`src/rtl/cpc_word_pipe.sv`:
```
module cpc_word_pipe #(
  parameter int unsigned WORD_W = 10
) (
  input  logic              clk_i,
  input  logic              rst_ni,
  input  logic [WORD_W-1:0] word_i,
  output logic [WORD_W-1:0] word_o
);
  logic [WORD_W-1:0] word_q, word_d;
  logic              seen_q;

  always_comb begin
    word_d = word_i;
  end

  always_ff @(posedge clk_i or negedge rst_ni) begin
    if (!rst_ni) begin
      word_q <= '0;
      seen_q <= 1'b0;
    end else begin
      word_q <= word_d;
      seen_q <= 1'b1;
    end
  end

  assign word_o = word_q;

  AST_WORD_DELAY: assert property (@(posedge clk_i) disable iff (!rst_ni)
    seen_q |-> (word_o == $past(word_i)));
endmodule

```
`config.mk`:
```
export PLATFORM = sky130hd
export DESIGN_NAME = cpc_word_pipe
export DESIGN_NICKNAME = d
export VERILOG_FILES = /design/src/rtl/cpc_word_pipe.sv
export SDC_FILE = /design/constraint.sdc
export NUM_CORES = 1
export LEC_CHECK = 0
export BUFFER_PORTS_ARGS = -buffer_cell sky130_fd_sc_hd__buf_2
export CAP_MARGIN = 20
export CORE_AREA = 3 3 40 42
export CTS_BUF_LIST = sky130_fd_sc_hd__clkbuf_8
export DETAILED_ROUTE_END_ITERATION = 10
export DIE_AREA = 0 0 43 45
export PLACE_DENSITY = 0.47
export SKIP_CTS_REPAIR_TIMING = 1
export SYNTH_ARGS = -nofsm -noshare
export SYNTH_HDL_FRONTEND = slang
export SYNTH_SLANG_ARGS = --single-unit
```
`constraint.sdc`:
```
create_clock -name clk_i -period 0.85 [get_ports clk_i]
set_clock_uncertainty 0.05 [all_clocks]
set_input_delay 0.1275 -clock clk_i [delete_from_list [all_inputs] [get_ports clk_i]]
set_output_delay 0.1275 -clock clk_i [all_outputs]
set_load 0.03 [all_outputs]
```
; ---- Word-level counts from Yosys, hierarchy flattened
; Index checks and enable logic that the tools add are counted.
[word_totals]
ff_bits = 10
in_bits = 12
out_inout_bits = 10
elab_cells = 1

; ---- Depth between registers and ports, before layout
[logic_depth]
word_depth = 0
ltp_mapped = 0
mapped_depth_nobuf = 0

; ---- Worst setup path after synthesis
; OpenSTA, ideal clock, no wires.
[synth_timing]
kind = register -> output
startpoint = register word_q[0], in the netlist word_o[0]
endpoint = output word_o[0]
arrival_time_ps = 467
required_time_ps = 672
setup_slack_ps = 205
stages_incl_launch_ff = 1
n_path_buf = 0
cell_sequence = dfrtp_1
[synth_rtl]
columns = item, line
row1 = "start, declared", 9  ; logic [WORD_W-1:0] word_q, word_d;
row2 = "start signal, assigned", 21  ; word_q <= word_d;
row3 = "end, declared", 7  ; output logic [WORD_W-1:0] word_o
; No word-level cell between the ends.

; ---- Final worst setup path
[layout_timing]
startpoint = register word_q[1], in the netlist word_o[1]
endpoint = output word_o[1]
; No word-level cell between the ends.

==> impl_metrics.toml <==
[status]
status = "finished with violations"
violations = "setup timing"

[setup_path]
required_ns = 0.67
critPathKind = "reg -> out"
worstPathCellList = "buf_6"
path_delay_family = "flip-flops"
cp-end-kind = "output port"
cpMaxStageDelayCell = "dfrtp_1"
cp_max_fo = 1
cp-start-kind = "flop"
crit_buf_inv = 1
worst_ep_arrival_time_ns = 0.74
max_stage_delay_ns = 0.37

[drt]
vias = 215
ant_nets = 0
firstDrtPassIters = 2
drc = 0
wl_um = 666
routedWlPerCell_um = 11.1
drtIter0Drc = 2
vias_per_cell = 3.58

[clocking]
clock_sinks = 10
cts_buffers = 3
clock_path_buffers = 2
tritoncts = "done"
clk_pin_slew_worst_paths_ns = 0.04
root_buffer = "clkbuf_8"
htreeDepth = 1

[sta]
setup_viol = 10
hold_ws_ns = 0.242
rsz0062_at_grt = "true"
finalHoldViolCount = 0
maxSlewHeadroom_pct = 85.2
finalCritPeriodShare_pct = 108
worst_pin_slew_ns = 0.222
setup_slack_ns = -0.0667
fin_crit_ns = 0.917
fmax_mhz = 1090
drv_slew = 0

[placement]
io_buffers = 21
post-place-ws_ns = 0.151
gp_congestion = 0.652

[cells_and_area]
nMultiInputCombCells = 0
multiInputGateArea_um2 = 0
fill_cells = 121
antennaDiodeCount = 0
finalNetCount = 59
largest_reg_flops = 10
layout_common_cells = "11 x dlygate4sd3_1, 11 x buf_2, 10 x buf_6, 10 x dfrtp_1, 3 x clkbuf_8"
syn2layout_area_growth_pct = 135
fin_util_pct = 45.8
layout-drive-gt1-share_pct = 53.3

[global_routing]
grt_usage_pct = 6.08
grt.overflow.total = 0
grt_start_max_net_pins = 11
antenna_found_initial = 0
grt_pass1_wl_um = 738
grt_pass1_vias = 178

[power_and_ir_drop]
leakagePower_nw = 0.288
p_int_mw = 0.905
power.total_mw = 1.15
p_sw_mw = 0.241
combPwrFrac_pct = 15.5
ir_drop_v = 0.000708
power.density_mw_per_mm2 = 1950
pwr-share-seq_pct = 44.8
switching_share_pct = 21.0
pwr-share-clk_pct = 39.7

[logic_synthesis]
synth_seq_area_share_pct = 100
synth_top_cell_by_area = "dfrtp_1"
yosysTopAreaCellShare_pct = 100
synth-seq-cells = 10
synthTopCellsByArea = "dfrtp_1 100%"
ys_types = 1
avgSynthCellArea_um2 = 25.0
yosys_warnings = 0
synth_nets = 22
synth_cells = 10
synth_area_um2 = 250

[floorplanning]
dieWidth_um = 43
start_util_pct = 19.5
fp.dieH_um = 45
core_area_mm2 = 0.00128
num_rows = 13
io_pins = 22
die_area_mm2 = 0.00194

[run]
drv_cap = 0

[min_path]
worstHoldPathType = "in -> async"
## logic make-up after synthesis
kind of cell  synth area share, %
flops                         100
## stage by stage
stage,instances,instance area [um2],TNS (ns)
4_1_cts,49,415,-0.733
5_1_grt,60,588,-0.769
3_5_place_dp,46,374,0
2_1_floorplan,10,250,0
6_report,60,588,-0.535
3_3_place_gp,46,374,0
## cell usage after synthesis
library cell  number
dfrtp_1           10
## area by class of cell
| type | count | area (um2) | share of cell area (%) |
|---|---|---|---|
| repair buffers | 32 | 278 | 47.2 |
| flip-flops and latches | 10 | 250 | 42.6 |
| clock buffers | 3 | 41.3 | 7.02 |
| well taps | 15 | 18.8 | 3.19 |
## final timing paths
kind	from	endpoint	slack, ns	depth (start not counted)
setup / recovery	word_o[1]	word_o[1]	-0.07	1
hold / removal	rst_ni	word_o[4]	0.24	2
max in group asynchronous	rst_ni	word_o[5]	0.32	2
min in group clk_i	word_i[6]	word_o[6]	0.49	2
## metal layers
layer	vias up	track usage, %	part of all wire, %
li1	100	-	-
met5	-	0	0
met2	13	8.98	52
met3	2	4.38	9.0
met4	0	9.04	4.1
met1	100	4.01	35
## power groups by stage
stage	clock network, mW	logic, mW	registers [mW]
5_1_grt	0.491	0.187	0.516
3_3_place_gp	0	0.108	0.513
6_report	0.455	0.177	0.513
3_5_place_dp	0	0.109	0.514
4_1_cts	0.456	0.109	0.507
2_1_floorplan	0	0	0.566
Note: power is estimated with default switching activity, not from simulation.
